===== src/rtl/lvt_rf_pkg.sv =====
package lvt_rf_pkg;
  localparam int RF_DATA_W   = 32;
  localparam int RF_DEPTH    = 16;
  localparam int RF_WR_PORTS = 2;
  localparam int RF_RD_PORTS = 4;

  function automatic int clog2_min1(input int n);
    return (n > 1) ? $clog2(n) : 1;
  endfunction
endpackage


===== src/rtl/rf_bank.sv =====
module rf_bank #(
  parameter int DW    = 32,
  parameter int DEPTH = 16,
  localparam int AW   = lvt_rf_pkg::clog2_min1(DEPTH)
) (
  input  logic          clk,
  input  logic          rst_n,
  input  logic          we,
  input  logic [AW-1:0] waddr,
  input  logic [DW-1:0] wdata,
  input  logic [AW-1:0] raddr,
  output logic [DW-1:0] rdata
);
  logic [DEPTH-1:0][DW-1:0] mem_q;
  logic [DEPTH-1:0][DW-1:0] mem_d;

  always_comb begin
    mem_d = mem_q;
    if (we) mem_d[waddr] = wdata;
  end

  always_ff @(posedge clk or negedge rst_n) begin
    if (!rst_n)  mem_q <= '0;
    else if (we) mem_q <= mem_d;
  end

  assign rdata = mem_q[raddr];


  bank_write_lands_chk: assert property (@(posedge clk) disable iff (!rst_n)
    we |=> mem_q[$past(waddr)] == $past(wdata));
endmodule


===== src/rtl/lvt_table.sv =====
module lvt_table #(
  parameter int DEPTH = 16,
  parameter int NWR   = 2,
  localparam int AW   = lvt_rf_pkg::clog2_min1(DEPTH),
  localparam int LW   = lvt_rf_pkg::clog2_min1(NWR)
) (
  input  logic                    clk,
  input  logic                    rst_n,
  input  logic [NWR-1:0]          we,
  input  logic [NWR-1:0][AW-1:0]  waddr,
  output logic [DEPTH-1:0][LW-1:0] live_q
);
  logic [DEPTH-1:0][LW-1:0] live_d;
  logic                     any_we;

  assign any_we = |we;

  always_comb begin
    live_d = live_q;
    for (int w = 0; w < NWR; w++) begin
      if (we[w]) live_d[waddr[w]] = LW'(w);
    end
  end

  always_ff @(posedge clk or negedge rst_n) begin
    if (!rst_n)      live_q <= '0;
    else if (any_we) live_q <= live_d;
  end


  idle_table_hold_chk: assert property (@(posedge clk) disable iff (!rst_n)
    !any_we |=> $stable(live_q));

  collide_high_port_chk: assert property (@(posedge clk) disable iff (!rst_n)
    (we[0] && we[NWR-1] && waddr[0] == waddr[NWR-1]) |=>
      live_q[$past(waddr[NWR-1])] == LW'(NWR-1));
endmodule


===== src/rtl/rf_read_port.sv =====
module rf_read_port #(
  parameter int DW    = 32,
  parameter int DEPTH = 16,
  parameter int NWR   = 2,
  localparam int AW   = lvt_rf_pkg::clog2_min1(DEPTH),
  localparam int LW   = lvt_rf_pkg::clog2_min1(NWR)
) (
  input  logic [NWR-1:0][DW-1:0] bank_data,
  input  logic [LW-1:0]          live_sel,
  input  logic [AW-1:0]          raddr,
  input  logic [NWR-1:0]         we,
  input  logic [NWR-1:0][AW-1:0] waddr,
  input  logic [NWR-1:0][DW-1:0] wdata,
  output logic [DW-1:0]          rdata
);
  logic [DW-1:0] stored;

  always_comb begin
    stored = bank_data[0];
    for (int w = 0; w < NWR; w++) begin
      if (live_sel == LW'(w)) stored = bank_data[w];
    end
  end

  always_comb begin
    rdata = stored;
    for (int w = 0; w < NWR; w++) begin
      if (we[w] && waddr[w] == raddr) rdata = wdata[w];
    end
  end
endmodule


===== src/rtl/lvt_regfile.sv =====
module lvt_regfile #(
  parameter int DW    = lvt_rf_pkg::RF_DATA_W,
  parameter int DEPTH = lvt_rf_pkg::RF_DEPTH,
  parameter int NWR   = lvt_rf_pkg::RF_WR_PORTS,
  parameter int NRD   = lvt_rf_pkg::RF_RD_PORTS,
  localparam int AW   = lvt_rf_pkg::clog2_min1(DEPTH),
  localparam int LW   = lvt_rf_pkg::clog2_min1(NWR)
) (
  input  logic                    clk,
  input  logic                    rst_n,
  input  logic [NWR-1:0]          wr_en,
  input  logic [NWR-1:0][AW-1:0]  wr_addr,
  input  logic [NWR-1:0][DW-1:0]  wr_data,
  input  logic [NRD-1:0][AW-1:0]  rd_addr,
  output logic [NRD-1:0][DW-1:0]  rd_data
);
  logic [1:0] rst_sync_q;
  logic       rst_int_n;

  always_ff @(posedge clk or negedge rst_n) begin
    if (!rst_n) rst_sync_q <= 2'b00;
    else        rst_sync_q <= {rst_sync_q[0], 1'b1};
  end
  assign rst_int_n = rst_sync_q[1];

  logic [NRD-1:0][NWR-1:0][DW-1:0] bank_rd;
  logic [DEPTH-1:0][LW-1:0]        live_q;

  lvt_table #(.DEPTH(DEPTH), .NWR(NWR)) u_live (
    .clk(clk), .rst_n(rst_int_n), .we(wr_en), .waddr(wr_addr), .live_q(live_q)
  );

  for (genvar r = 0; r < NRD; r++) begin : g_rd
    for (genvar w = 0; w < NWR; w++) begin : g_wr
      rf_bank #(.DW(DW), .DEPTH(DEPTH)) u_bank (
        .clk(clk), .rst_n(rst_int_n), .we(wr_en[w]), .waddr(wr_addr[w]),
        .wdata(wr_data[w]), .raddr(rd_addr[r]), .rdata(bank_rd[r][w])
      );
    end
    rf_read_port #(.DW(DW), .DEPTH(DEPTH), .NWR(NWR)) u_port (
      .bank_data(bank_rd[r]), .live_sel(live_q[rd_addr[r]]), .raddr(rd_addr[r]),
      .we(wr_en), .waddr(wr_addr), .wdata(wr_data), .rdata(rd_data[r])
    );


    fwd_high_port_chk: assert property (@(posedge clk) disable iff (!rst_int_n)
      (wr_en[NWR-1] && wr_addr[NWR-1] == rd_addr[r]) |-> rd_data[r] == wr_data[NWR-1]);

    idle_read_stable_chk: assert property (@(posedge clk) disable iff (!rst_int_n)
      (wr_en == '0 && $past(wr_en) == '0 && $stable(rd_addr[r])) |-> $stable(rd_data[r]));
  end
endmodule


===== config.mk =====
export PLATFORM = sky130hd
export DESIGN_NAME = lvt_regfile
export DESIGN_NICKNAME = d
export VERILOG_FILES = /design/src/rtl/lvt_rf_pkg.sv /design/src/rtl/rf_bank.sv /design/src/rtl/lvt_table.sv /design/src/rtl/rf_read_port.sv /design/src/rtl/lvt_regfile.sv
export SDC_FILE = /design/constraint.sdc
export NUM_CORES = 2
export LEC_CHECK = 0
export BUFFER_PORTS_ARGS = -buffer_cell sky130_fd_sc_hd__buf_2
export CORE_AREA = 2 2 715 539
export DETAILED_ROUTE_END_ITERATION = 12
export DIE_AREA = 0 0 717 541
export GPL_TIMING_DRIVEN = 0
export PLACE_DENSITY_LB_ADDON = 0.08
export SETUP_SLACK_MARGIN = 0.02
export SLEW_MARGIN = 20
export SYNTH_ARGS = -nofsm -noshare
export SYNTH_HDL_FRONTEND = slang
export SYNTH_HIERARCHICAL = 1
export SYNTH_SLANG_ARGS = --single-unit

===== constraint.sdc =====
create_clock -name clk -period 113.7 [get_ports clk]
set_clock_uncertainty 0.2 [all_clocks]
set_input_delay 17.055 -clock clk [delete_from_list [all_inputs] [get_ports clk]]
set_output_delay 17.055 -clock clk [all_outputs]
set_load 0.01 [all_outputs]

==> flow_summary.json <==
{
  "endpoint": "rd_data[15]",
  "rsz0062_at_grt": "no",
  "start_util_pct": 49.8,
  "drt-total-wl_um": 602000,
  "holdWs_ps": 107,
  "path_depth": 10,
  "cts_htree_levels": 5,
  "post_dp_cell_area_um2": 200000,
  "drcViolationCount": 0,
  "cp.arrival_ps": 21850,
  "clock_sinks": 4114,
  "vias_per_cell": 6.37,
  "post-cts-setup-buffers": 0,
  "power_mw": 4.32,
  "worst_slack_ps": 74590,
  "netlist_area_um2": 190000,
  "fin_area_um2": 214000,
  "clockBufferDepth": 4,
  "wire_per_inst_um": 32.8,
  "synth-seq-cells": 4114,
  "timing.rr.end": "g_rd[3].g_wr[0].u_bank/mem_q[143]",
  "firstDrtPassIters": 6,
  "powerDensity_nw_per_um2": 20.1,
  "dp_hpwl_um": 414000,
  "setup_violations": 0,
  "insertion_delay_ps": 960,
  "path_cells": "buf_2, clkbuf_1, buf_2, mux4_2, a22oi_1, nand2_1, nor2b_1, a221oi_1, o31ai_2, buf_2",
  "period_share_pct": 34.4,
  "pin_count": 220,
  "antenna_found_initial": 78,
  "synth_warnings": 6,
  "total_leakage_power_nw": 90.8,
  "met1_length_um": 264000,
  "grt_overflow": 0,
  "seq_area_frac_synth_pct": 54.2,
  "synth_most_common_cell": "dfrtp_1",
  "finalHoldViolations": 0,
  "synth_top_area_cell": "dfrtp_1",
  "wl_met3_um": 54700,
  "cp_slowest_stage_delay_ps": 820,
  "port_buffers": 219,
  "crit_slowest_cell": "a221oi_1",
  "dr_wl_met2_um": 256000,
  "syn_avg_cell_area_um2": 15.6,
  "cp-startpoint": "rd_addr[0]",
  "preCtsSetupSlack_ps": 74880,
  "slew_headroom_pct": 18.1,
  "worst_slew_pin_slew_ps": 1230,
  "layout.nets": 12977,
  "cts_resized": 0,
  "fin_tns_setup_ps": 0,
  "core-area_um2": 382000,
  "holdCritPathClass": "flop to asynchronous set/reset pin",
  "outcome": "finished clean",
  "path_delay_family": "buffers and inverters",
  "routabilityCongestion": 0.921,
  "fmax_mhz": 25.6,
  "synthesis.nets": 12250,
  "row_count": 197,
  "fp.dieW_um": 717,
  "grt_max_degree": 64,
  "crit_top_cell": "buf_2",
  "min_period_ps": 39110,
  "synth.area.top_cells": "dfrtp_1, mux2_2, mux4_2, a22oi_1, buf_2",
  "grt_pass1_vias": 123651,
  "yosysTopAreaCellShare_pct": 54.2,
  "track_usage_pct": 31.0,
  "async_flop_share_pct": 100,
  "crit_fanout": 10,
  "syn_inst": 12158,
  "ys_top_cells_by_count": "dfrtp_1, mux2_2, mux4_2, clkbuf_1, buf_2",
  "worstSetupPathType": "input port to output pin",
  "drtIter0Drc": 10768,
  "cap_violations": 0,
  "reg2regPathDepth": 12,
  "die_area_um2": 388000,
  "synth_edf_count": 0,
  "ys_types": 48,
  "synth_flop_cell": "dfrtp_1",
  "clkTransAtPathRegs_ps": 60,
  "r2r-start": "rst_sync_q[1]",
  "via_count": 116832,
  "end_kind": "output pin",
  "crit_buf_inv": 4,
  "top_layer_used": "met5",
  "die_y_um": 541,
  "vdd_drop_max_uv": 13.5,
  "drtAntennaViolNets": 0,
  "numCtsBuffers": 417,
  "cts_tree": "yes",
  "reg2reg_slack_ps": 108840,
  "area_growth_pct": 12.8,
  "grt_pass1_wl_um": 876000,
  "slew_violations": 0,
  "cp.required_ps": 96440,
  "postCtsHoldBufs": 0,
  "drive_gt1_share_pct": 51.6,
  "startpoint_type": "input port",
  "root_buffer": "clkbuf_16"
}
-- cell usage in the layout, fill, tap and decap left out, types with 37 or more instances in the layout --
master / n
nor3_1: 42
o31ai_2: 121
a221oi_1: 92
nand3_1: 151
buf_16: 77
nor3b_1: 128
a22oi_1: 512
nand2_1: 275
mux4_2: 1024
clkbuf_1: 636
buf_2: 696
clkbuf_16: 427
mux2_2: 4068
buf_4: 62
clkbuf_8: 104
bufinv_16: 37
nor2_1: 56
nor2b_1: 144
diode_2: 43
dfrtp_1: 4113
clkinv_2: 78
-- state kept, by name, indices dropped and copies added, names as in the netlist --
register                count
rst_sync_q                  2
g_rd.g_wr.u_bank/mem_q   4096
u_live/live_q              16
-- per-stage QoR --
stage,cells,util (%)
after floorplan,12158,-
after global placement,17451,51.7
after detailed placement,17539,52.4
after CTS,18297,56.1
after global routing,18307,56.1
final,18341,56.1
-- report_power, final --
part           total, mW  internal [mW]  switching [mW]
registers           1.98           1.80           0.171
logic              0.910          0.483           0.427
clock network       1.43          0.837           0.594
-- metal layers --
| layer | up-vias | GRT usage (%) |
|---|---|---|
| met1 | 64034 | 45.5 |
| met2 | 4418 | 43.8 |
| met5 | - | 0 |
| met4 | 32 | 12.0 |
| li1 | 47267 | - |
| met3 | 1081 | 8.84 |
-- cell families after synthesis --
family / synth area share (%)
compound gates: 3.64
xor+xnor: 0.147
buf+inv: 2.78
flops: 54.2
mux: 36.7
other cells: 0.00197
simple gates: 2.60
-- worst min-delay path by stage --
stage / cells after the start / start / end
after floorplan: 0 / rst_sync_q[0] / rst_sync_q[1]
after global placement: 0 / rst_sync_q[0] / rst_sync_q[1]
after detailed placement: 0 / rst_sync_q[1] / g_rd[2].g_wr[1].u_bank/mem_q[14]
after CTS: 0 / rst_sync_q[1] / g_rd[2].g_wr[1].u_bank/mem_q[238]
after global routing: 0 / rst_sync_q[1] / g_rd[2].g_wr[1].u_bank/mem_q[110]
final: 0 / rst_sync_q[1] / g_rd[2].g_wr[1].u_bank/mem_q[238]
-- final cells by class --
cell class / instances / area [um^2]
repair buffers: 308 / 3590
well taps: 5074 / 6350
clock inverters: 144 / 1810
plain buffers: 1146 / 5290
inverters: 2 / 7.51
multi-input cells: 6896 / 81900
clock buffers: 614 / 12400
diodes: 43 / 108
flip-flops and latches: 4114 / 103000
fillers: 29673 / 167000
-- worst register-to-register path: cells and delay by family (launching register included) --
| kind | cells | cell delay (ps) |
|---|---|---|
| buffers and inverters | 12 | 4000 |
| DFF | 1 | 770 |
Note: power is estimated with default switching activity, not from simulation.
